## src/rtl/ladder_seq.sv

```systemverilog
module ladder_seq #(
  parameter int KW = 192
) (
  input  logic          clk,
  input  logic          rst_n,
  input  logic          start,
  input  logic          fixed_base,
  input  logic [KW-1:0] scalar,
  output logic          cmd_valid,
  output logic [1:0]    cmd_op,
  output logic          cmd_src,
  output logic          cmd_dst,
  input  logic          cmd_ack,
  output logic          busy,
  output logic          done,
  output logic          err
);
  localparam int IW = $clog2(KW);

  typedef enum logic [2:0] {S_IDLE, S_SCAN, S_LOAD, S_DBL, S_STEP, S_FIN} st_t;

  st_t           st;
  logic [KW-1:0] k_q;
  logic [IW-1:0] cnt;
  logic [IW-1:0] top;
  logic          found;
  logic          fb_q;
  logic          err_q;

  wire fire = cmd_valid & cmd_ack;
  wire bit_k = k_q[cnt];

  always_ff @(posedge clk) begin
    if (!rst_n) begin
      st    <= S_IDLE;
      k_q   <= '0;
      cnt   <= '0;
      top   <= '0;
      found <= 1'b0;
      fb_q  <= 1'b0;
      err_q <= 1'b0;
    end else begin
      case (st)
        S_IDLE: if (start) begin
          k_q   <= scalar;
          fb_q  <= fixed_base;
          cnt   <= IW'(KW - 1);
          top   <= '0;
          found <= 1'b0;
          err_q <= 1'b0;
          st    <= S_SCAN;
        end
        S_SCAN: begin
          if (bit_k && !found) begin
            found <= 1'b1;
            top   <= cnt;
          end
          if (cnt == '0) begin
            if (found || bit_k) st <= S_LOAD;
            else begin
              err_q <= 1'b1;
              st    <= S_FIN;
            end
          end else begin
            cnt <= cnt - IW'(1);
          end
        end
        S_LOAD, S_DBL: if (fire) begin
          if (st == S_LOAD && !fb_q) st <= S_DBL;
          else if (top == '0) st <= S_FIN;
          else begin
            cnt <= top - IW'(1);
            st  <= S_STEP;
          end
        end
        S_STEP: if (fire) begin
          if (cnt == '0) st <= S_FIN;
          else cnt <= cnt - IW'(1);
        end
        S_FIN: begin
          err_q <= 1'b0;
          st    <= S_IDLE;
        end
        default: st <= S_IDLE;
      endcase
    end
  end

  assign cmd_valid = (st == S_LOAD) || (st == S_DBL) || (st == S_STEP);
  assign cmd_op    = (st == S_LOAD) ? 2'd1 :
                     (st == S_DBL)  ? 2'd2 :
                     (st == S_STEP) ? 2'd3 : 2'd0;
  assign cmd_src   = (st == S_STEP) & bit_k;
  assign cmd_dst   = (st == S_DBL) | ((st == S_STEP) & ~bit_k);
  assign busy      = (st != S_IDLE);
  assign done      = (st == S_FIN);
  assign err       = (st == S_FIN) & err_q;
endmodule


```

## config.mk

```make
export PLATFORM = sky130hd
export DESIGN_NAME = ladder_seq
export DESIGN_NICKNAME = d
export VERILOG_FILES = /design/src/rtl/ladder_seq.sv
export SDC_FILE = /design/constraint.sdc
export NUM_CORES = 1
export LEC_CHECK = 0
export ABC_AREA = 1
export BUFFER_PORTS_ARGS = -buffer_cell sky130_fd_sc_hd__buf_2
export CORE_UTILIZATION = 45
export CTS_CLUSTER_SIZE = 28
export DETAILED_ROUTE_END_ITERATION = 8
export PLACE_DENSITY = 0.68
export SLEW_MARGIN = 5
export SYNTH_ARGS = -nofsm -noshare
export SYNTH_HDL_FRONTEND = slang
export SYNTH_SLANG_ARGS = --single-unit
```

## constraint.sdc

```tcl
create_clock -name clk -period 2.3 [get_ports clk]
set_clock_uncertainty 0.2 [all_clocks]
set_input_delay 0.23 -clock clk [delete_from_list [all_inputs] [get_ports clk]]
set_output_delay 0.23 -clock clk [all_outputs]
set_load 0.02 [all_outputs]
```

After elaboration in Yosys (flattened, before gate mapping)
Index checks and enable logic that the tools add are counted.
{"block": "word_totals", "ff_bits": 214, "out_inout_bits": 8}
{"block": "classes", "addsub": 2, "n_lt_le_gt_ge": 1, "eq_ne": 14, "n_mux": 30, "bitwise_logic": 6, "reduce_logical": 20}
{"cell": "$mux W8", "count": 8}
{"cell": "$pmux W8 S4", "count": 1}
{"cell": "$mux W3", "count": 7}
{"cell": "$ne A2 B2 Y1 const B", "count": 9}
{"cell": "$logic_not A8 Y1", "count": 2}
{"cell": "$pmux W8 S2", "count": 1}
{"cell": "$sub A8 B1 Y8 const B", "count": 2}
{"cell": "$pmux W3 S4", "count": 1}
{"cell": "$lt A8 B9 Y1 const B", "count": 1}
{"cell": "$bmux W1 S8", "count": 1}
{"cell": "$eq A3 B2 Y1 const B", "count": 2}
{"cell": "$eq A3 B3 Y1 const B", "count": 2}
{"cell": "$mux W1", "count": 6}
{"cell": "$mux W2", "count": 3}
{"cell": "$reduce_and A6 Y1", "count": 1}
{"cell": "$reduce_bool A3 Y1", "count": 2}
{"cell": "$reduce_and A5 Y1", "count": 1}
{"cell": "$and A1 B1 Y1", "count": 4}
{"cell": "$reduce_and A4 Y1", "count": 1}
{"cell": "$reduce_bool A4 Y1", "count": 1}
{"cell": "$eq A3 B1 Y1 const B", "count": 1}
{"cell": "$logic_not A3 Y1", "count": 1}
{"cell": "$logic_or A1 B1 Y1", "count": 3}
{"cell": "$pmux W1 S3", "count": 1}
{"cell": "other kinds (9)", "count": 11}

Longest topological paths before layout
Gate-level depths: netlist of run 1.
{"block": "depth", "word_depth": 6, "depth_mapped": 20, "ltp_nobuf": 19}

Worst setup path before layout of run 1
No wires, ideal clock.
{"block": "synth_path", "kind": "flip-flop to output port", "start": "register cnt[2]", "end": "output cmd_src", "arrival_time_ps": 1733, "t_required_ps": 1870, "slack_ps": 137, "path_stages_with_launch": 14, "path_buffers": 2, "path_cell_list": "dfxtp_1 -> buf_2 -> inv_2 -> nand2_2 -> buf_4 -> a21oi_1 -> nor2_1 -> nand2_1 -> nand3_1 -> a21boi_0 -> nor2_1 -> nand2_1 -> nand2_1 -> nor2_1"}
{"block": "synth_between", "elab_chain_len": 3}
{"element": "start: declaration", "line": "24", "text": "logic [IW-1:0] cnt;"}
{"element": "start signal: assignment", "line": "47", "text": "cnt <= IW'(KW - 1);"}
{"element": "start signal: assignment", "line": "65", "text": "cnt <= cnt - IW'(1);"}
{"element": "start signal: assignment", "line": "72", "text": "cnt <= top - IW'(1);"}
{"element": "$bmux W1 S8", "line": "31", "text": "wire bit_k = k_q[cnt];"}
{"element": "$mux W1 (not written as such)", "line": "31"}
{"element": "$and A1 B1 Y1", "line": "93", "text": "assign cmd_src = (st == S_STEP) & bit_k;"}
{"element": "end: declaration", "line": "11", "text": "output logic cmd_src,"}
No other way between the ends. The select of a mux whose other input is x is not followed.

Worst setup path in the final report of run 1
{"block": "layout_path", "start": "register cnt[0]", "end": "output cmd_dst"}
{"block": "layout_between", "elab_chain_len": 5}
{"element": "$bmux W1 S8", "line": "31"}
{"element": "$mux W1 (not written as such)", "line": "31"}
{"element": "$not A1 Y1", "line": "94", "text": "assign cmd_dst = (st == S_DBL) | ((st == S_STEP) & ~bit_k);"}
{"element": "$and A1 B1 Y1", "line": "94"}
{"element": "$or A1 B1 Y1", "line": "94"}
{"element": "end: declaration", "line": "12", "text": "output logic cmd_dst,"}
No other way between the ends. The select of a mux whose other input is x is not followed.

==> results of run 1 <==
==> stage by stage <==
step,power [mW],setup slack [ns],cell area [um^2]
6_report,19.5,-0.479,14800
5_1_grt,20.7,-0.600,14800
4_1_cts,18.9,-0.466,14600
3_5_place_dp,13.9,-0.0804,11400
3_3_place_gp,13.8,-0.0444,11400
2_1_floorplan,10.9,0.137,9810
==> layer usage <==
layer  wire [um]  vias up
met5           0        -
met3        2370      110
met2       17000      521
li1            -     5592
met4        1230        0
met1       14800     5298
==> flip-flops by register name (all words and copies together), names as in the netlist <==
signal / cells
k_q: 192
top: 8
st: 3
fb_q: 1
err_q: 1
cnt: 8
found: 1
==> cell type report <==
class / count / area share [%]
clock inverters: 5 / 0.431
flip-flops and latches: 214 / 29.0
multi-input cells: 1005 / 32.8
inverters: 86 / 2.28
clock buffers: 35 / 4.60
well taps: 275 / 2.32
repair buffers: 492 / 28.5
==> cells in the final DEF, fill, tap and decap left out, drive strengths merged, types with 3 or more instances in the layout <==
master	synthesis	routed
nand3	229	229
a21oi	260	260
buf	29	286
a31oi	4	4
inv	83	83
or2	3	3
nand2	342	342
clkinv	3	6
dlygate4sd3	0	204
nand4	5	5
o21ai	116	116
o211ai	9	9
dfxtp	214	214
a221oi	3	3
nor2	23	23
clkbuf	89	36
==> worst max-delay path by stage <==
stage,end,slack (ns),depth (start not counted)
after CTS,cmd_src,-0.47,13
after global routing,cmd_dst,-0.60,18
after detailed placement,cmd_src,-0.08,13
after floorplan,cmd_src,0.14,13
after global placement,cmd_dst,-0.04,12
final,cmd_dst,-0.48,14
==> report_power, final <==
group / leakage, nW / switching, mW / internal (mW)
registers: 1.76 / 0.596 / 4.80
clock network: 0.361 / 1.49 / 2.15
logic: 4.02 / 6.11 / 4.34
total: 6.14 / 8.19 / 11.3
==> timing repair <==
item / 4_1_cts / 5_1_grt
hold buffers: 204 / 0
endpoints found under the hold margin: 194 / 0
gates cloned: 7 / 1
buffers inserted: 14 / 0
pin swaps: 20 / 13
resized for setup: 56 / 38
setup endpoints to repair: 13 / 25
==> cells by family after synthesis <==
family          Yosys count  synth area share, %
xor+xnor                  1               0.0893
compound gates          397                 20.9
buf+inv                 204                 8.56
fa+ha+maj                 1                0.128
simple gates            606                 26.7
flops                   214                 43.7
==> worst max-delay path: cells and delay by family (launching register included) <==
kind            cells  cell delay, ns
flops               1            0.37
buf+inv             4            0.52
compound gates      2            0.27
simple gates        8            0.67
==> out/results.txt, run 1 <==
Status: finished, violations left
Failing checks: setup timing
CP required: 1.87 ns
Avg Vias per Cell: 5.46
Area of the multi-input gates: 4860 um^2
Worst slew margin: 60.1%
Sequential area share after synthesis: 43.7%
Leading area contributor after synthesis: dfxtp_1
Pre-antenna DRT Iters: 5
GR Util met1: 38.7%
Top_reg_cell synth: dfxtp_1
Static leakage: 6.14 nW
ANT nets after route: 0
Post-synth top area share: 43.7%
Main area contributors after synthesis: dfxtp_1 44%, a21oi_1 13%, nand2_1 13%, nand3_1 12%, o21ai_0 5.6%
Largest stage delay, worst path: 0.37 ns
Yosys warns: 0
CTS tree: built
GR Overflow Total: 0
Global Route met2 Usage: 53.1%
Most frequent cells after synthesis: 339 x nand2_1, 260 x a21oi_1, 229 x nand3_1
Reg clk slew, reported paths: 0.06 ns
Placed Instances: 1846
Final #Nets: 2020
FF-to-FF setup slack: -0.44 ns
Crit path from: cnt[0]
CP Max Fanout: 9
Worst-case clock buffer depth: 3
Maximum clock rate: 0.360 GHz
Reg2reg end: found
Post-Syn Nets: 1621
Syn avg cell area: 6.89 um^2
WL final: 35400 um
Initial antenna violation count: 0
Global routing's busiest layer: met2
GRT Util Overall: 30.8%
Final worst path period share: 121%
Reg2reg start: cnt[0]
TNS Setup: -4.75 ns
1st-iter DRT viols: 793
Fin cells: 2112
Layout cells sized above 1: 21.0%
Crit end category: primary output
# diodes: 0
Die Ht: 150 um
Final HPWL DP: 19900 um
Die W: 150 um
Ports: 205
Fin util: 69.8%
Seq. cell area: 4290 um^2
Min-delay src: k_q[42]
Crit-path cells: buf_12 -> buf_12 -> buf_8 -> a21oi_1 -> o21ai_1 -> nand3_1 -> nand2_1 -> nand3_1 -> nand3_2 -> nand3_4 -> nand2_4 -> nand2_1 -> nand2_1 -> buf_6
First-pass GRT wire length: 55000 um
Worst setup slack after layout: -0.479 ns
Slew Limit Fails: 0
Min-delay worst type: reg -> reg
Via count: 11500
Fin. Hold Viols: 0
Vias in the first global route: 11200
Power Dens Cells: 1320 nW/um^2
RSZ-0062 raised after global routing: yes
Unique masters post-synth: 34
Die area: 22400 um^2
DR DRC count: 0
Core Area: 21200 um^2
I/O Buffers: 204
Initial Util: 46.2%
Path depth of the worst reg2reg path: 19
Pin count of the biggest net entering global routing: 78
Sinks on Clock Net: 214
Hold Slack: 0.249 ns
Syn Inst Count: 1423
Hold Crit Depth: 2
Peak VDD IR: 0.818 mV
Synth Register Bits: 214
GP Congestion: 0.898
Hold Path Sink: k_q[42]
Max cap viols: 0
CP Class: reg -> out
Post-synth EDFFs: 0
Syn-to-layout area delta: 50.9%
Top cell by count, worst path: nand2_1
Count leader, synth: nand2_1
# rows: 53
H-tree depth: 1
Worst-margin pin slew: 0.598 ns
Slowest-stage cell, CP: dfxtp_4
Grt met3 use: 3.84%
Startpoint Class: flop
Final min period: 2.78 ns
Netlist Area Pre-Place: 9810 um^2
Arr. time, crit path: 2.35 ns
Avg WL per Cell: 16.7 um
Final setup viols: 13
Root Buffer: clkbuf_16
Fill count: 1671
Worst-skew pair later-pin latency: 0.50 ns
Cts bufs inserted: 23
Async set-reset flop share out of synthesis: 0%
(Power assumes the default switching activity.)
==> run 2: changes to the inputs <==
--- a/config.mk
+++ b/config.mk
@@ -7,7 +7,10 @@
 export LEC_CHECK = 0
 export ABC_AREA = 1
 export BUFFER_PORTS_ARGS = -buffer_cell sky130_fd_sc_hd__buf_2
+export CORE_ASPECT_RATIO = 0.75
+export CORE_MARGIN = 2
 export CORE_UTILIZATION = 45
+export CTS_BUF_LIST = sky130_fd_sc_hd__clkbuf_8
 export CTS_CLUSTER_SIZE = 28
 export DETAILED_ROUTE_END_ITERATION = 8
 export PLACE_DENSITY = 0.68
==> run 2 against run 1 <==
Against the previous run: the run still ends with setup timing left; sequential share of layout area is 0.70 points higher; non-clock buffer count is 18 lower; global-route usage down 1.3 points; cell count increased by 0.90%; critical path type unchanged; critical endpoint unchanged; largest power group unchanged; highest routed layer unchanged.
==> out/results.txt, run 2 (synthesis results as in run 1) <==
Status: finished, violations left
Failing checks: setup timing
ANT nets after route: 0
Fill count: 1752
Startpoint Class: flop
Register share of total power: 29.2%
Initial antenna violation count: 0
Worst setup slack after layout: -0.523 ns
Core Area: 21200 um^2
CP Class: reg -> out
Via count: 11500
Commonest non-fill, non-tap cell in the layout: nand2_1
Vias in the first global route: 10700
Max reg flops: 192
Top cell by count, worst path: nand2_1
Die area: 23000 um^2
Internal: 10.4 mW
Largest regs: k_q: 192 flops, cnt: 8 flops, top: 8 flops
Maximum clock rate: 0.354 GHz
Final setup viols: 15
Cts bufs inserted: 36
Worst-skew pair later-pin latency: 0.52 ns
Sinks on Clock Net: 214
Most frequent cells in the layout: 329 x nand2_1, 254 x a21oi_1, 220 x nand3_1
Slew Limit Fails: 0
Power Dens Cells: 1290 nW/um^2
First-pass GRT wire length: 55400 um
Final worst path period share: 123%
Fin cells: 2131
Final HPWL DP: 20600 um
Slowest-stage cell, CP: dfxtp_4
DP Worst Slack: -0.0674 ns
DR DRC count: 0
Arr. time, crit path: 2.39 ns
# rows: 46
Peak VDD IR: 0.848 mV
1st-iter DRT viols: 1272
Avg Vias per Cell: 5.42
Placed Instances: 1848
H-tree depth: 2
Root Buffer: clkbuf_8
Die W: 174 um
Syn-to-layout area delta: 47.4%
CP Buf/Inv Count: 3
Reg clk slew, reported paths: 0.07 ns
Min-delay worst type: in -> reg
Largest Register: k_q
Comb pwr share: 52.7%
Hold Crit Depth: 4
Final #Nets: 2015
CP Max Fanout: 6
Largest stage delay, worst path: 0.44 ns
Fin. Hold Viols: 0
GRT Util Overall: 29.5%
Clk pwr share: 18.2%
Critical path depth in cells: 18
CP required: 1.87 ns
GP Congestion: 0.899
Path depth of the worst reg2reg path: 21
I/O Buffers: 204
Static leakage: 6.01 nW
Avg WL per Cell: 17.1 um
Switching part of the total: 44.0%
Net Sw Power: 8.19 mW
Max cap viols: 0
Crit-path cells: inv_8 -> buf_12 -> nand2_4 -> nand2_1 -> nand2_1 -> nand2_1 -> nor2_1 -> nand2_1 -> nand3_2 -> nand2_2 -> nand2_2 -> nand2_2 -> nor2_2 -> nand2_2 -> nand2_2 -> nand2_1 -> nand2_1 -> buf_6
Crit path max-delay family: simple AND/OR/NAND/NOR gates
Fin util: 68.0%
CTS tree: built
Worst-margin pin slew: 0.812 ns
Die Ht: 132 um
Worst slew margin: 45.9%
Pre-antenna DRT Iters: 5
Pin count of the biggest net entering global routing: 77
Initial Util: 46.2%
Layout cells sized above 1: 20.1%
WL final: 36300 um
GR Overflow Total: 0
Crit end category: primary output
Worst-case clock buffer depth: 3
Final min period: 2.82 ns
RSZ-0062 raised after global routing: yes
Ports: 205
[run 2: changes by cell type in the layout (fill, tap and decap cells not counted), moves of 8 or more]
cell	delta
o21ai_2	-8
buf_12	-11
o21ai_0	+23
clkbuf_8	+37
clkbuf_16	-18
inv_1	+14
o21ai_1	-15
[run 2: timing repair]
item                                    in CTS  in global routing
hold endpoints to repair                   194                  0
pin swaps                                    1                 15
resized for setup                           16                 47
gates cloned                                 1                  6
endpoints found under the setup margin      12                 34
hold buffers                               208                  0
setup buffers                                1                  4
[run 2: stage by stage]
step | hold WS, ns | total power, mW | TNS [ns] | cell area (um^2)
5_1_grt | 0.170 | 19.9 | -4.19 | 14400
4_1_cts | 0.0644 | 17.5 | -1.57 | 14100
3_5_place_dp | 0.239 | 13.6 | -0.497 | 11300
3_3_place_gp | 0.235 | 13.5 | -0.153 | 11300
6_report | 0.115 | 18.6 | -2.18 | 14500
2_1_floorplan | 0.198 | 10.9 | 0 | 9810
[run 2: tightest hold or removal path: stages]
cell     delay (ns)
buf_4          0.19
nand2_8        0.16
o21ai_0        0.10
a21oi_1        0.11
[run 2: layout make-up]
class / count / area [um^2] / share of cell area, %
flip-flops and latches: 214 / 4290 / 29.7
diodes: 1 / 2.50 / 0.0173
multi-input cells: 1005 / 4830 / 33.4
well taps: 288 / 360 / 2.49
inverters: 86 / 348 / 2.41
repair buffers: 474 / 3910 / 27.1
clock buffers: 43 / 592 / 4.10
clock inverters: 20 / 114 / 0.788
[run 2: path summary, 6_finish.rpt]
path,start,end,slack [ns]
setup / recovery,cnt[0],cmd_dst,-0.52
hold reg to reg,k_q[72],k_q[72],0.25
hold / removal,start,k_q[122],0.11
setup reg to reg,cnt[0],st[2],-0.14
[run 2: metal layers]
metal	vias to the layer above	GRT usage (%)	wire length (um)
li1	5576	-	-
met1	5313	40.3	15700
met2	574	47.1	16700
met3	81	5.28	2960
met4	0	9.66	917
met5	-	0	0
[run 2: power groups by stage]
| stage | Clock [mW] | Sequential [mW] | Combinational (mW) |
|---|---|---|---|
| 2_1_floorplan | 0 | 5.21 | 5.73 |
| 3_3_place_gp | 0 | 5.42 | 8.04 |
| 3_5_place_dp | 0 | 5.43 | 8.16 |
| 4_1_cts | 3.42 | 5.39 | 8.72 |
| 5_1_grt | 3.60 | 5.53 | 10.7 |
| 6_report | 3.38 | 5.43 | 9.80 |
